`config.mk`:
```
export PLATFORM = sky130hd
export DESIGN_NAME = opmode_mem_decoder
export DESIGN_NICKNAME = d
export VERILOG_FILES = /design/src/rtl/opmode_mem_pkg.sv /design/src/rtl/opmode_rst_sync.sv /design/src/rtl/opmode_region_decode.sv /design/src/rtl/opmode_width_latch.sv /design/src/rtl/opmode_access_router.sv /design/src/rtl/opmode_mem_decoder.sv
export SDC_FILE = /design/constraint.sdc
export NUM_CORES = 1
export LEC_CHECK = 0
export CAP_MARGIN = 5
export CELL_PAD_IN_SITES_DETAIL_PLACEMENT = 1
export CELL_PAD_IN_SITES_GLOBAL_PLACEMENT = 2
export CORE_MARGIN = 4
export CORE_UTILIZATION = 17
export DETAILED_ROUTE_END_ITERATION = 10
export PLACE_DENSITY = 0.85
export SLEW_MARGIN = 25
export SYNTH_ARGS = -nofsm -noshare
export SYNTH_HDL_FRONTEND = slang
export SYNTH_HIERARCHICAL = 1
export SYNTH_SLANG_ARGS = --single-unit
export TNS_END_PERCENT = 20
```
`constraint.sdc`:
```
create_clock -name clk -period 0.95 [get_ports clk]
set_clock_uncertainty 0.2 [all_clocks]
set_input_delay 0.1425 -clock clk [delete_from_list [all_inputs] [get_ports clk]]
set_output_delay 0.1425 -clock clk [all_outputs]
set_load 0.005 [all_outputs]
```
`src/rtl/opmode_mem_pkg.sv`:
```
package opmode_mem_pkg;

  typedef enum logic [1:0] {
    TGT_NONE = 2'd0,
    TGT_RAM  = 2'd1,
    TGT_ROM  = 2'd2,
    TGT_EXT  = 2'd3
  } target_e;

  typedef struct packed {
    logic ram_sel;
    logic rom_sel;
    logic ext_rd;
    logic ext_wr;
    logic hbe;
    logic illegal;
  } route_out_t;

endpackage

```
`src/rtl/opmode_rst_sync.sv`:
```
module opmode_rst_sync #(
  parameter int STAGES = 2
) (
  input  logic clk,
  input  logic rst_n,
  output logic rst_s_n
);

  localparam int LAST = STAGES - 1;

  logic [LAST:0] chain_q;
  logic [LAST:0] chain_d;

  always_comb begin
    chain_d = {chain_q[LAST-1:0], 1'b1};
  end

  always_ff @(posedge clk or negedge rst_n) begin
    if (!rst_n) begin
      chain_q <= '0;
    end else begin
      chain_q <= chain_d;
    end
  end

  assign rst_s_n = chain_q[LAST];

endmodule

```
`src/rtl/opmode_region_decode.sv`:
```
module opmode_region_decode
  import opmode_mem_pkg::*;
#(
  parameter int              ADDR_W   = 16,
  parameter logic [ADDR_W-1:0] RAM_LAST = 16'h01FF,
  parameter logic [ADDR_W-1:0] ROM_BASE = 16'hE000
) (
  input  logic [ADDR_W-1:0] addr_i,
  input  logic              rom_bypass_i,
  input  logic              wide_map_i,
  output target_e           target_o
);

  logic in_ram;
  logic in_rom;

  always_comb begin
    in_ram = (addr_i <= RAM_LAST);
    in_rom = (addr_i >= ROM_BASE);
  end

  always_comb begin
    if (in_ram) begin
      target_o = TGT_RAM;
    end else if (in_rom) begin
      target_o = rom_bypass_i ? TGT_EXT : TGT_ROM;
    end else if (wide_map_i) begin
      target_o = TGT_EXT;
    end else begin
      target_o = TGT_NONE;
    end
  end

endmodule

```
`src/rtl/opmode_width_latch.sv`:
```
module opmode_width_latch (
  input  logic clk,
  input  logic rst_s_n,
  input  logic hbe_pin_i,
  output logic bus8_o
);

  logic bus8_q;
  logic bus8_d;
  logic load_en;
  logic armed_q;

  always_comb begin
    load_en = !rst_s_n;
    bus8_d  = hbe_pin_i;
  end

  always_ff @(posedge clk) begin
    if (load_en) begin
      bus8_q <= bus8_d;
    end
  end

  always_ff @(posedge clk or negedge rst_s_n) begin
    if (!rst_s_n) begin
      armed_q <= 1'b0;
    end else begin
      armed_q <= 1'b1;
    end
  end

  assign bus8_o = bus8_q;

  // width choice frozen while out of reset
  p_width_held_r8: assert property (@(posedge clk) disable iff (!rst_s_n || !armed_q)
    $stable(bus8_q));

endmodule

```
`src/rtl/opmode_access_router.sv`:
```
module opmode_access_router
  import opmode_mem_pkg::*;
#(
  parameter int ADDR_W = 16
) (
  input  logic              clk,
  input  logic              rst_s_n,
  input  logic              acc_valid_i,
  input  logic              acc_we_i,
  input  logic              acc_word_i,
  input  logic [ADDR_W-1:0] acc_addr_i,
  input  logic              wide_map_i,
  input  target_e           target_i,
  input  logic              bus8_i,
  output route_out_t        route_o
);

  route_out_t route_d;
  route_out_t route_q;
  logic       armed_q;
  logic       is_ext;
  logic       upper_lane;

  always_comb begin
    is_ext     = acc_valid_i && (target_i == TGT_EXT);
    upper_lane = acc_word_i || acc_addr_i[0];
    route_d    = '0;
    if (acc_valid_i) begin
      unique case (target_i)
        TGT_RAM:  route_d.ram_sel = 1'b1;
        TGT_ROM:  route_d.rom_sel = 1'b1;
        TGT_EXT: begin
          route_d.ext_rd = !acc_we_i;
          route_d.ext_wr = acc_we_i;
        end
        default:  route_d.illegal = 1'b1;
      endcase
    end
    route_d.hbe = is_ext && !bus8_i && upper_lane;
  end

  always_ff @(posedge clk or negedge rst_s_n) begin
    if (!rst_s_n) begin
      route_q <= '0;
    end else begin
      route_q <= route_d;
    end
  end

  always_ff @(posedge clk or negedge rst_s_n) begin
    if (!rst_s_n) begin
      armed_q <= 1'b0;
    end else begin
      armed_q <= 1'b1;
    end
  end

  assign route_o = route_q;

  // at most one destination per cycle
  p_one_target_r7: assert property (@(posedge clk) disable iff (!rst_s_n || !armed_q)
    $onehot0({route_q.ram_sel, route_q.rom_sel, route_q.ext_rd | route_q.ext_wr, route_q.illegal}));

  // read strobe only after a read access
  p_rd_from_read_r6: assert property (@(posedge clk) disable iff (!rst_s_n || !armed_q)
    route_q.ext_rd |-> $past(acc_valid_i && !acc_we_i));

  // write strobe only after a write access
  p_wr_from_write_r6: assert property (@(posedge clk) disable iff (!rst_s_n || !armed_q)
    route_q.ext_wr |-> $past(acc_valid_i && acc_we_i));

  // illegal pulse only under restricted map
  p_illegal_narrow_r4: assert property (@(posedge clk) disable iff (!rst_s_n || !armed_q)
    route_q.illegal |-> $past(!wide_map_i));

  // low range is always served on-chip
  p_ram_onchip_r1: assert property (@(posedge clk) disable iff (!rst_s_n || !armed_q)
    (acc_valid_i && (acc_addr_i <= 16'h01FF)) |=> route_q.ram_sel);

  // high-byte enable only with an external strobe
  p_hbe_ext_r9: assert property (@(posedge clk) disable iff (!rst_s_n || !armed_q)
    route_q.hbe |-> (route_q.ext_rd || route_q.ext_wr));

  // narrow bus never uses the upper lane
  p_bus8_quiet_r10: assert property (@(posedge clk) disable iff (!rst_s_n || !armed_q)
    bus8_i |-> !route_q.hbe);

endmodule

```
`src/rtl/opmode_mem_decoder.sv`:
```
module opmode_mem_decoder
  import opmode_mem_pkg::*;
#(
  parameter int                ADDR_W      = 16,
  parameter logic [ADDR_W-1:0] RAM_LAST    = 16'h01FF,
  parameter logic [ADDR_W-1:0] ROM_BASE    = 16'hE000,
  parameter int                SYNC_STAGES = 2
) (
  input  logic              clk,
  input  logic              rst_n,
  input  logic              rom_bypass_i,
  input  logic              wide_map_i,
  input  logic              hbe_pin_i,
  input  logic              acc_valid_i,
  input  logic              acc_we_i,
  input  logic              acc_word_i,
  input  logic [ADDR_W-1:0] acc_addr_i,
  output logic              ram_sel_o,
  output logic              rom_sel_o,
  output logic              ext_rd_o,
  output logic              ext_wr_o,
  output logic              hbe_o,
  output logic              illegal_addr_o
);

  logic       rst_s_n;
  logic       bus8;
  target_e    target;
  route_out_t route;

  opmode_rst_sync #(.STAGES(SYNC_STAGES)) u_rst_sync (
    .clk     (clk),
    .rst_n   (rst_n),
    .rst_s_n (rst_s_n)
  );

  opmode_width_latch u_width (
    .clk       (clk),
    .rst_s_n   (rst_s_n),
    .hbe_pin_i (hbe_pin_i),
    .bus8_o    (bus8)
  );

  opmode_region_decode #(
    .ADDR_W   (ADDR_W),
    .RAM_LAST (RAM_LAST),
    .ROM_BASE (ROM_BASE)
  ) u_decode (
    .addr_i       (acc_addr_i),
    .rom_bypass_i (rom_bypass_i),
    .wide_map_i   (wide_map_i),
    .target_o     (target)
  );

  opmode_access_router #(.ADDR_W(ADDR_W)) u_router (
    .clk         (clk),
    .rst_s_n     (rst_s_n),
    .acc_valid_i (acc_valid_i),
    .acc_we_i    (acc_we_i),
    .acc_word_i  (acc_word_i),
    .acc_addr_i  (acc_addr_i),
    .wide_map_i  (wide_map_i),
    .target_i    (target),
    .bus8_i      (bus8),
    .route_o     (route)
  );

  assign ram_sel_o      = route.ram_sel;
  assign rom_sel_o      = route.rom_sel;
  assign ext_rd_o       = route.ext_rd;
  assign ext_wr_o       = route.ext_wr;
  assign hbe_o          = route.hbe;
  assign illegal_addr_o = route.illegal;

endmodule

```
==> run summary <==
status: finished with violations
failing checks: negative hold slack, negative setup slack
final RePlAce weighted congestion: 0.618
Worst Hold Class: register to asynchronous set/reset pin
top cell type by total area after synthesis: dfrtp_1
Top FF cell, synth: dfrtp_1
clk_lat worst skew: 0.25 ns
Synth area leaders: dfrtp_1 56%, edfxtp_1 8.4%, nor2_1 6.3%
P_int: 654 uW
RSZ-0062 raised after global routing: yes
cts bufs inserted: 3
DR WL/cell: 10.9 um
core area: 1980 sq um
via/cell ratio: 3.52
Ports: 30
Tmin final: 1.17 ns
setup TNS: -1.64 ns
grt ovf: 0
clock share of power: 34.1%
pin count of the biggest net entering global routing: 7
Worst path max stage delay: 0.26 ns
fmax: 0.855 GHz
Synth top cells by count: 8 x dfrtp_1, 6 x nor2_1, 4 x nand2_1, 2 x inv_1
sequential fraction of the synthesis area: 64.1%
Die W: 54.0 um
Final Max Slew Viols: 0
post-detail-place hpwl: 714 um
first-pass GRT wire length: 1390 um
site row count: 16
Data required, critical path: 0.93 ns
synthesized instance count: 31
port bufs: 21
ys async rst share: 88.9%
Synth Register Bits: 9
crit path max fanout: 4
share of the synthesized area in the top cell type: 55.7%
Routed Antenna Nets: 0
total power: 845 uW
# setup viols final: 12
via count: 306
CTS tree: built
total track usage: 7.13%
DRC: 0
final hold violation count: 6
hold_buf cts: 1
Crit path max-delay family: simple AND/OR/NAND/NOR gates
clock tree buffer depth: 2
CP startpoint kind: primary input
Combinational Power Share: 17.1%
Fin Hold WS: -0.0454 ns
VDD IR max: 0.493 mV
top-count cell post-synth: dfrtp_1
Mapped Nets: 55
htree depth: 1
Setup Crit Path Kind: primary input to register
fin area: 639 sq um
Critical Path End Type: register
yosys synthesis warning count: 6
cell area after placement: 623 sq um
Slowest-stage cell, CP: nor4_4
die area: 2910 sq um
Clock Sinks: 9
number of synthesized flops with an enable pin: 1
Iter 0 DRT Violations: 4
pwr dens: 1320 nW/um^2
diodes inserted: 0
CP arrival: 1.15 ns
wirelength, routed: 946 um
P_sw: 190 uW
initial antenna violation count: 0
Total Nets Final: 85
Worst Slack Setup Final: -0.219 ns
Initial Util: 18.1%
# Max-Cap Violations: 0
root buffer cell: clkbuf_4
Critical path buffers and inverters: 1
Sw Share: 22.5%
Cell Chain, Critical Path: buf_6 -> nor4_4 -> nand2_1 -> a22oi_2 -> nand3_2 -> nor3_2
clk slew on worst S/H paths: 0.06 ns
first-pass iteration count of the detailed router: 3
Area Overhead vs Synth: 78.0%
number of global-route vias before repair: 303
Cell Area, Synth: 359 sq um
syn_area_per_cell: 11.6 sq um
Flop pwr share: 48.8%
share of cells above drive strength 1: 38.3%
leakage power total: 0.316 nW
Die Y: 54.0 um
fin crit share: 123%
Unique masters post-synth: 15
[state kept, by name, summed over array words and instances, names as in the netlist]
signal,cells
u_router/route_o,6
u_rst_sync/chain_q,2
u_width/bus8_o,1
[timing repair]
action	4_1_cts	5_1_grt
setup endpoints to repair	12	12
pin swaps	7	5
setup buffers	0	1
hold endpoints to repair	8	6
resized for setup	48	3
[final timing paths]
path                                                  from  cells past startpoint                               to  slack, ns
min                        u_rst_sync/chain_q[1]$_DFF_PN0_                      1    u_router/route_o[0]$_DFF_PN0_      -0.05
max reg2reg                u_rst_sync/chain_q[1]$_DFF_PN0_                      1         u_width/bus8_o$_DFFE_PN_       0.03
min in group clk                            acc_addr_i[12]                      6    u_router/route_o[5]$_DFF_PN0_       0.11
max in group asynchronous                            rst_n                      2  u_rst_sync/chain_q[0]$_DFF_PN0_       0.04
max                                         acc_addr_i[12]                      6    u_router/route_o[1]$_DFF_PN0_      -0.22
min reg2reg                u_rst_sync/chain_q[1]$_DFF_PN0_                      1    u_router/route_o[0]$_DFF_PN0_      -0.05
[power groups by stage]
stage / combinational (mW) / sequential [mW] / clock [mW]
floorplan: 0.0380 / 0.425 / 0
global placement: 0.148 / 0.420 / 0
detailed placement: 0.150 / 0.421 / 0
CTS: 0.135 / 0.413 / 0.300
global route: 0.160 / 0.414 / 0.333
finish: 0.144 / 0.413 / 0.288
[kinds of logic after synthesis]
| group | share of synthesized area [%] |
|---|---|
| DFF | 64.1 |
| AOI/OAI and AO/OA | 8.36 |
| and+or+nand+nor | 24.4 |
| other | 1.04 |
| buffers and inverters | 2.09 |
[layout by cell type (no fill, tap or decap), types with 2 or more instances in the layout]
cell / n
inv_1: 2
clkdlybuf4s50_1: 6
nor2_1: 6
buf_4: 3
buf_6: 2
dfrtp_1: 8
dlygate4sd2_1: 4
clkbuf_4: 3
buf_2: 8
nand2_1: 4
[metrics by stage]
step                worst slack (ns)  utilization (%)  hold slack [ns]  std cells
floorplan                     -0.256                -           -0.353         31
global placement              -0.784             31.4          -0.0501         81
detailed placement            -0.797             31.4          -0.0393         81
CTS                           -0.174             31.5          -0.0366         86
global route                  -0.348             32.3          -0.0145         87
finish                        -0.219             32.3          -0.0454         87
[cell type report]
type / count / area [sq um]
fillers: 227 / 1340
flip-flops and latches: 9 / 230
repair buffers: 25 / 201
multi-input cells: 20 / 140
well taps: 27 / 33.8
clock buffers: 4 / 26.3
inverters: 2 / 7.51
[per-layer routing]
layer	wire length (um)	track usage, %	up-vias
met3	61	4.43	0
met5	0	0	-
met4	0	3.83	0
met2	496	11.1	6
met1	388	7.33	141
li1	-	-	159
Power figures use the tool's default switching activity.
